<file path="src/rtl/spin_init_pkg.sv">
package spin_init_pkg;
    typedef enum logic [1:0] {
        K_NONE  = 2'd0,
        K_PROBE = 2'd1,
        K_MOVE  = 2'd2,
        K_PMOVE = 2'd3
    } msg_kind_e;

    typedef enum logic [3:0] {
        ST_IDLE,
        ST_PROBE,
        ST_WAIT_PROBE,
        ST_MOVE,
        ST_WAIT_MOVE,
        ST_ARMED,
        ST_SPIN,
        ST_PMOVE,
        ST_WAIT_PMOVE
    } rec_state_e;
endpackage

</file>
<file path="src/rtl/stall_timer.sv">
module stall_timer #(
    parameter int CNT_W = 8
) (
    input  logic             clk,
    input  logic             rst_n,
    input  logic             enable,
    input  logic             occupied,
    input  logic             depart,
    input  logic [CNT_W-1:0] threshold,
    output logic             expired
);
    logic [CNT_W-1:0] cnt;
    logic [CNT_W:0]   next_cnt;
    logic             stalled;

    assign stalled  = enable && occupied && !depart;
    assign next_cnt = {1'b0, cnt} + {{CNT_W{1'b0}}, 1'b1};
    assign expired  = stalled && (next_cnt >= {1'b0, threshold});

    always_ff @(posedge clk or negedge rst_n) begin
        if (!rst_n) begin
            cnt <= '0;
        end else if (!stalled || expired) begin
            cnt <= '0;
        end else begin
            cnt <= next_cnt[CNT_W-1:0];
        end
    end
endmodule

</file>
<file path="src/rtl/rtt_meter.sv">
module rtt_meter #(
    parameter int PROBE_WAIT = 32,
    localparam int RW = $clog2(PROBE_WAIT) + 1
) (
    input  logic          clk,
    input  logic          rst_n,
    input  logic          start,
    input  logic          active,
    input  logic          capture,
    output logic [RW-1:0] rtt,
    output logic          expired
);
    logic [RW-1:0] cnt;

    assign expired = active && (cnt == RW'(PROBE_WAIT - 1));

    always_ff @(posedge clk or negedge rst_n) begin
        if (!rst_n) begin
            cnt <= '0;
            rtt <= '0;
        end else begin
            if (start) begin
                cnt <= '0;
            end else if (active) begin
                cnt <= cnt + RW'(1);
            end
            if (capture) begin
                rtt <= cnt + RW'(1);
            end
        end
    end
endmodule

</file>
<file path="src/rtl/spin_countdown.sv">
module spin_countdown #(
    parameter int DW = 16
) (
    input  logic          clk,
    input  logic          rst_n,
    input  logic          load,
    input  logic [DW-1:0] load_val,
    input  logic          run,
    output logic          last
);
    logic [DW-1:0] cnt;

    assign last = (cnt == DW'(1));

    always_ff @(posedge clk or negedge rst_n) begin
        if (!rst_n) begin
            cnt <= '0;
        end else if (load) begin
            cnt <= load_val - DW'(1);
        end else if (run && cnt != '0) begin
            cnt <= cnt - DW'(1);
        end
    end
endmodule

</file>
<file path="src/rtl/spin_initiator.sv">
module spin_initiator
    import spin_init_pkg::*;
#(
    parameter int CNT_W      = 8,
    parameter int PROBE_WAIT = 32,
    parameter int MARGIN     = 4,
    parameter int TIME_W     = 16
) (
    input  logic              clk,
    input  logic              rst_n,
    input  logic              buf_occupied,
    input  logic              buf_depart,
    input  logic [CNT_W-1:0]  cfg_threshold,
    input  logic              rx_valid,
    input  logic [1:0]        rx_kind,
    output logic              msg_valid,
    output logic [1:0]        msg_kind,
    output logic [TIME_W-1:0] msg_spin_cycle,
    output logic              spin_strobe
);
    localparam int RW = $clog2(PROBE_WAIT) + 1;

    rec_state_e        state, state_nx;
    logic [TIME_W-1:0] now;
    logic [RW-1:0]     rtt;
    logic [TIME_W-1:0] delay;
    logic              stall_hit, probe_late, cd_last, gone;
    logic              rx_probe, rx_move, rx_pmove;

    assign gone     = !buf_occupied || buf_depart;
    assign rx_probe = rx_valid && (rx_kind == K_PROBE);
    assign rx_move  = rx_valid && (rx_kind == K_MOVE);
    assign rx_pmove = rx_valid && (rx_kind == K_PMOVE);
    assign delay    = TIME_W'(rtt) + TIME_W'(MARGIN);

    stall_timer #(.CNT_W(CNT_W)) u_stall (
        .clk       (clk),
        .rst_n     (rst_n),
        .enable    (state == ST_IDLE),
        .occupied  (buf_occupied),
        .depart    (buf_depart),
        .threshold (cfg_threshold),
        .expired   (stall_hit)
    );

    rtt_meter #(.PROBE_WAIT(PROBE_WAIT)) u_rtt (
        .clk     (clk),
        .rst_n   (rst_n),
        .start   (state == ST_PROBE),
        .active  (state == ST_WAIT_PROBE),
        .capture (state == ST_WAIT_PROBE && rx_probe),
        .rtt     (rtt),
        .expired (probe_late)
    );

    spin_countdown #(.DW(TIME_W)) u_cd (
        .clk      (clk),
        .rst_n    (rst_n),
        .load     (state == ST_MOVE || state == ST_PMOVE),
        .load_val (delay),
        .run      (state == ST_WAIT_MOVE || state == ST_ARMED || state == ST_WAIT_PMOVE),
        .last     (cd_last)
    );

    // network cycle number, common to all routers reset together
    always_ff @(posedge clk or negedge rst_n) begin
        if (!rst_n) begin
            now <= '0;
        end else begin
            now <= now + TIME_W'(1);
        end
    end

    always_ff @(posedge clk or negedge rst_n) begin
        if (!rst_n) begin
            state <= ST_IDLE;
        end else begin
            state <= state_nx;
        end
    end

    always_comb begin
        state_nx = state;
        unique case (state)
            ST_IDLE: begin
                if (stall_hit) state_nx = ST_PROBE;
            end
            ST_PROBE: begin
                state_nx = gone ? ST_IDLE : ST_WAIT_PROBE;
            end
            ST_WAIT_PROBE: begin
                if (gone)           state_nx = ST_IDLE;
                else if (rx_probe)  state_nx = ST_MOVE;
                else if (probe_late) state_nx = ST_IDLE;
            end
            ST_MOVE: begin
                state_nx = gone ? ST_IDLE : ST_WAIT_MOVE;
            end
            ST_WAIT_MOVE: begin
                if (gone)         state_nx = ST_IDLE;
                else if (cd_last) state_nx = rx_move ? ST_SPIN : ST_IDLE;
                else if (rx_move) state_nx = ST_ARMED;
            end
            ST_ARMED: begin
                if (gone)         state_nx = ST_IDLE;
                else if (cd_last) state_nx = ST_SPIN;
            end
            ST_SPIN: begin
                state_nx = ST_PMOVE;
            end
            ST_PMOVE: begin
                state_nx = gone ? ST_IDLE : ST_WAIT_PMOVE;
            end
            ST_WAIT_PMOVE: begin
                if (gone)          state_nx = ST_IDLE;
                else if (cd_last)  state_nx = rx_pmove ? ST_SPIN : ST_IDLE;
                else if (rx_pmove) state_nx = ST_ARMED;
            end
            default: state_nx = ST_IDLE;
        endcase
    end

    always_comb begin
        msg_valid      = 1'b0;
        msg_kind       = K_NONE;
        msg_spin_cycle = '0;
        spin_strobe    = 1'b0;
        unique case (state)
            ST_PROBE: begin
                msg_valid = 1'b1;
                msg_kind  = K_PROBE;
            end
            ST_MOVE: begin
                msg_valid      = 1'b1;
                msg_kind       = K_MOVE;
                msg_spin_cycle = now + delay;
            end
            ST_PMOVE: begin
                msg_valid      = 1'b1;
                msg_kind       = K_PMOVE;
                msg_spin_cycle = now + delay;
            end
            ST_SPIN: spin_strobe = 1'b1;
            default: ;
        endcase
    end
endmodule

</file>
<file path="config.mk">
export PLATFORM = sky130hd
export DESIGN_NAME = spin_initiator
export DESIGN_NICKNAME = d
export VERILOG_FILES = /design/src/rtl/spin_init_pkg.sv /design/src/rtl/stall_timer.sv /design/src/rtl/rtt_meter.sv /design/src/rtl/spin_countdown.sv /design/src/rtl/spin_initiator.sv
export SDC_FILE = /design/constraint.sdc
export NUM_CORES = 1
export LEC_CHECK = 0
export BUFFER_PORTS_ARGS = -buffer_cell sky130_fd_sc_hd__buf_4
export CAP_MARGIN = 20
export CORE_UTILIZATION = 30
export DETAILED_ROUTE_END_ITERATION = 7
export GPL_ROUTABILITY_DRIVEN = 0
export GPL_TIMING_DRIVEN = 0
export PLACE_DENSITY_LB_ADDON = 0.2
export SLEW_MARGIN = 20
export SYNTH_ARGS = -nofsm -noshare
export SYNTH_HDL_FRONTEND = slang
export SYNTH_SLANG_ARGS = --single-unit
</file>
<file path="constraint.sdc">
create_clock -name clk -period 3.9 [get_ports clk]
set_clock_uncertainty 0.2 [all_clocks]
set_input_delay 0.78 -clock clk [delete_from_list [all_inputs] [get_ports clk]]
set_output_delay 0.78 -clock clk [all_outputs]
set_load 0.005 [all_outputs]
</file>
==> summary.md <==
| Metric | Value |
|---|---|
| Status | complete, no violations |
| Multi-input gate area | 2300 sq um |
| Final Cell Area | 4520 sq um |
| Die H | approximately 120 um |
| Fraction of registers with async set/reset | 100% |
| Grt ovf | 0 |
| Placed standard-cell area | 4320 sq um |
| R2R Path End | u_stall.cnt[4] |
| Hold Vio Cnt, Final | 0 |
| Initial antenna violation count | 0 |
| Worst r2r src | u_stall.cnt[0] |
| TritonCTS clock tree | built |
| Hold path endpoint | now[15] |
| Routed wire length | 8710 um |
| Die ar. | 13300 sq um |
| Max FO, Critical Path | 6 |
| Area leader, netlist | dfrtp_1 |
| Synth top area cells | dfrtp_1 36%, ha_1 7.1%, xnor2_1 6.1% |
| Peak supply drop | 0.199 mV |
| Routed Antenna Nets | 0 |
| Layout cell share with drive strength beyond 1 | 13.8% |
| #FFs+latches synth | 56 |
| Post-Syn Area | 3850 sq um |
| Pin count of the biggest net entering global routing | 57 |
| Number of distinct library cells after synthesis | 52 |
| TritonCTS Sinks | 56 |
| WS Path Type | flop to primary output |
| Period minus WS final | between 3 and 4 ns |
| R2r setup slk | just under 1 ns |
| CP arrival | between 2 and 3 ns |
| Worst-margin pin slew | between 0.7 and 0.8 ns |
| RSZ-0062 raised after global routing | no |
| Nets@finish | 521 |
| Final setup TNS | 0 ns |
| Initial DRC count | 113 |
| Total Power | 1700 uW |
| Hold Path Cell Cnt | 1 |
| Critical path endpoint category | primary output |
| MaxCap Viol Count | 0 |
| Clock Latency Late Sink | about 0.3 ns |
| Hold_sp | now[15] |
| Syn nets | 480 |
| CTS root buf | clkbuf_16 |
| GRT Total Usage | 14.3% |
| Worst Reg-to-Reg Cells | 11 |
| Clock transition at path regs | 0.07 ns |
| Crit share post-route | 94.4% |
| Hold WC Path Type | flop to flop |
| H-tree depth | 2 |
| EDFF count, synth | 0 |
| Static leakage | about 0.0020 uW |
| Data required, critical path | 2.92 ns |
| DPL Wire Length | 6400 um |
| Setup violations, final | 0 |
| FF+latch area | around 1400 sq um |
| First-pass GRT wire length | 15000 um |
| CTS max path bufs | 2 |
| Wire length per cell | approximately 13 um |
| Top cell type's share of synthesized area | a little over a third |
| CORE AREA | 12600 sq um |
| I/O pin count | 35 |
| Avg Cell Area, Syn | 8.72 sq um |
| Final slew viol count | 0 |
| CTS Hold Bufs | 0 |
| Crit start category | flop |
| Fmax | 272 MHz |
| Synth Warn # | 0 |
| Port bufs | 34 |
| Initial Utilization | 30.7% |
| Drt drc | 0 |
| P&R area growth vs syn | 17.2% |
| Finished Core Util | between 30% and 40% |
| Die width | 115 um |
| Seq/Total Area, Yosys | 36.4% |
| Via-to-Cell Ratio | 4.87 |
| Vias in the first global route | 3046 |
| FILL cells | 1320 |
| Syn Inst Count | 442 |
| Inserted Clock Buffers | 5 |
| Synth Flop Type | dfrtp_1 |
| Hold slack | roughly 0.30 ns |
| Power per Cell Area | 376 nW/um^2 |
| Vias post-DR | 3192 |
| First-pass DRT Iterations | 4 |
| Antenna diode count | 0 |
| Slew HR | roughly 50% |
| Num rows | just over 40 |
## metal layers
layer  part of all wire (%)  vias to the layer above  global-route usage (%)
met5                      0                        -                       0
met4                    1.1                        0                    3.64
met3                    3.3                        8                    3.48
met2                     44                       44                    21.6
met1                     52                     1506                    20.4
li1                       -                     1634                       -
## layout make-up
| class | instances | share of cell area [%] |
|---|---|---|
| inverters | 26 | 2.16 |
| well taps | 172 | 4.76 |
| plain buffers | 19 | 1.77 |
| clock inverters | 3 | 0.942 |
| clock buffers | 5 | 2.77 |
| repair buffers | 34 | 5.65 |
| multi-input cells | 341 | 50.9 |
| flip-flops and latches | 56 | 31.0 |
## cells in the mapped netlist, drive strengths merged (3+ instances only)
cell,n
and3,4
or4,5
a31oi,6
a211oi,3
a21oi,29
dfrtp,56
clkbuf,11
buf,8
nor4,7
o22a,5
o31ai,3
nand2,38
nand4,9
nand3,24
inv,26
o21a,5
nor3,14
nor2b,13
xor2,19
ha,22
xnor2,27
and2,5
o22ai,6
nor2,40
nand2b,9
o21ai,24
## flip-flops by register name, indices dropped and copies added, names as in the netlist
register,cells
now,16
u_cd.cnt,16
u_stall.cnt,8
u_rtt.cnt,6
u_rtt.rtt,6
state,4
## logic make-up after synthesis
logic type	share of synthesized area, %
compound gates	15.5
xor+xnor	10.5
fa+ha+maj	7.66
buf+inv	4.61
flops	36.4
mux	0.941
simple gates	24.5
## placed cells by master, fill, tap and decap left out, drive strengths merged, types with 2 or more instances in the layout
cell type  instances
nand4              9
nand3             24
nor2              40
and3               4
or4                5
buf               42
inv               26
a211oi             3
xor2              19
o22ai              6
o22a               5
o31ai              3
o21a               5
clkbuf            16
nor4               7
nor3b              2
a31oi              6
ha                22
or3                2
dfrtp             56
o21ai             24
xnor2             27
o211ai             2
and2               5
nor3              14
nor2b             13
a21oi             29
nand2             38
mux2               2
nand2b             9
## power by group
group	internal (uW)	switching, uW
Combinational	211	286
Sequential	623	53.7
Clock	302	221
Total	1140	561
## how the worst max path moves through the flow
stage,depth (start not counted),slack (ns),end,start
after global routing,8,0.04,msg_spin_cycle[13],u_rtt.rtt[2]
after global placement,9,0.32,msg_spin_cycle[13],u_rtt.rtt[4]
after floorplan,7,0.77,msg_spin_cycle[13],u_rtt.rtt[2]
final,9,0.22,msg_spin_cycle[13],u_rtt.rtt[2]
after detailed placement,9,0.26,msg_spin_cycle[13],u_rtt.rtt[4]
after CTS,10,0.08,msg_spin_cycle[13],u_rtt.rtt[2]
## metrics by stage
stage	setup WS [ns]	instances
global placement	0.316	648
detailed placement	0.264	648
floorplan	0.772	442
CTS	0.0836	656
finish	0.219	656
global route	0.0411	656
## timing repair
item,4_1_cts,5_1_grt
resized for setup,3,1
endpoints found under the setup margin,2,2
pin swaps,0,0
hold endpoints to repair,0,0
gates cloned,0,0
buffers inserted,0,0
## critical path: stages (launching register included)
cell	delay (ns)
dfrtp_1	0.44
ha_1	0.27
and3_1	0.25
ha_1	0.24
nor3_2	0.37
o211a_1	0.31
nor3_2	0.10
a31oi_1	0.19
a41o_1	0.11
buf_4	0.10
(Power assumes the default switching activity.)
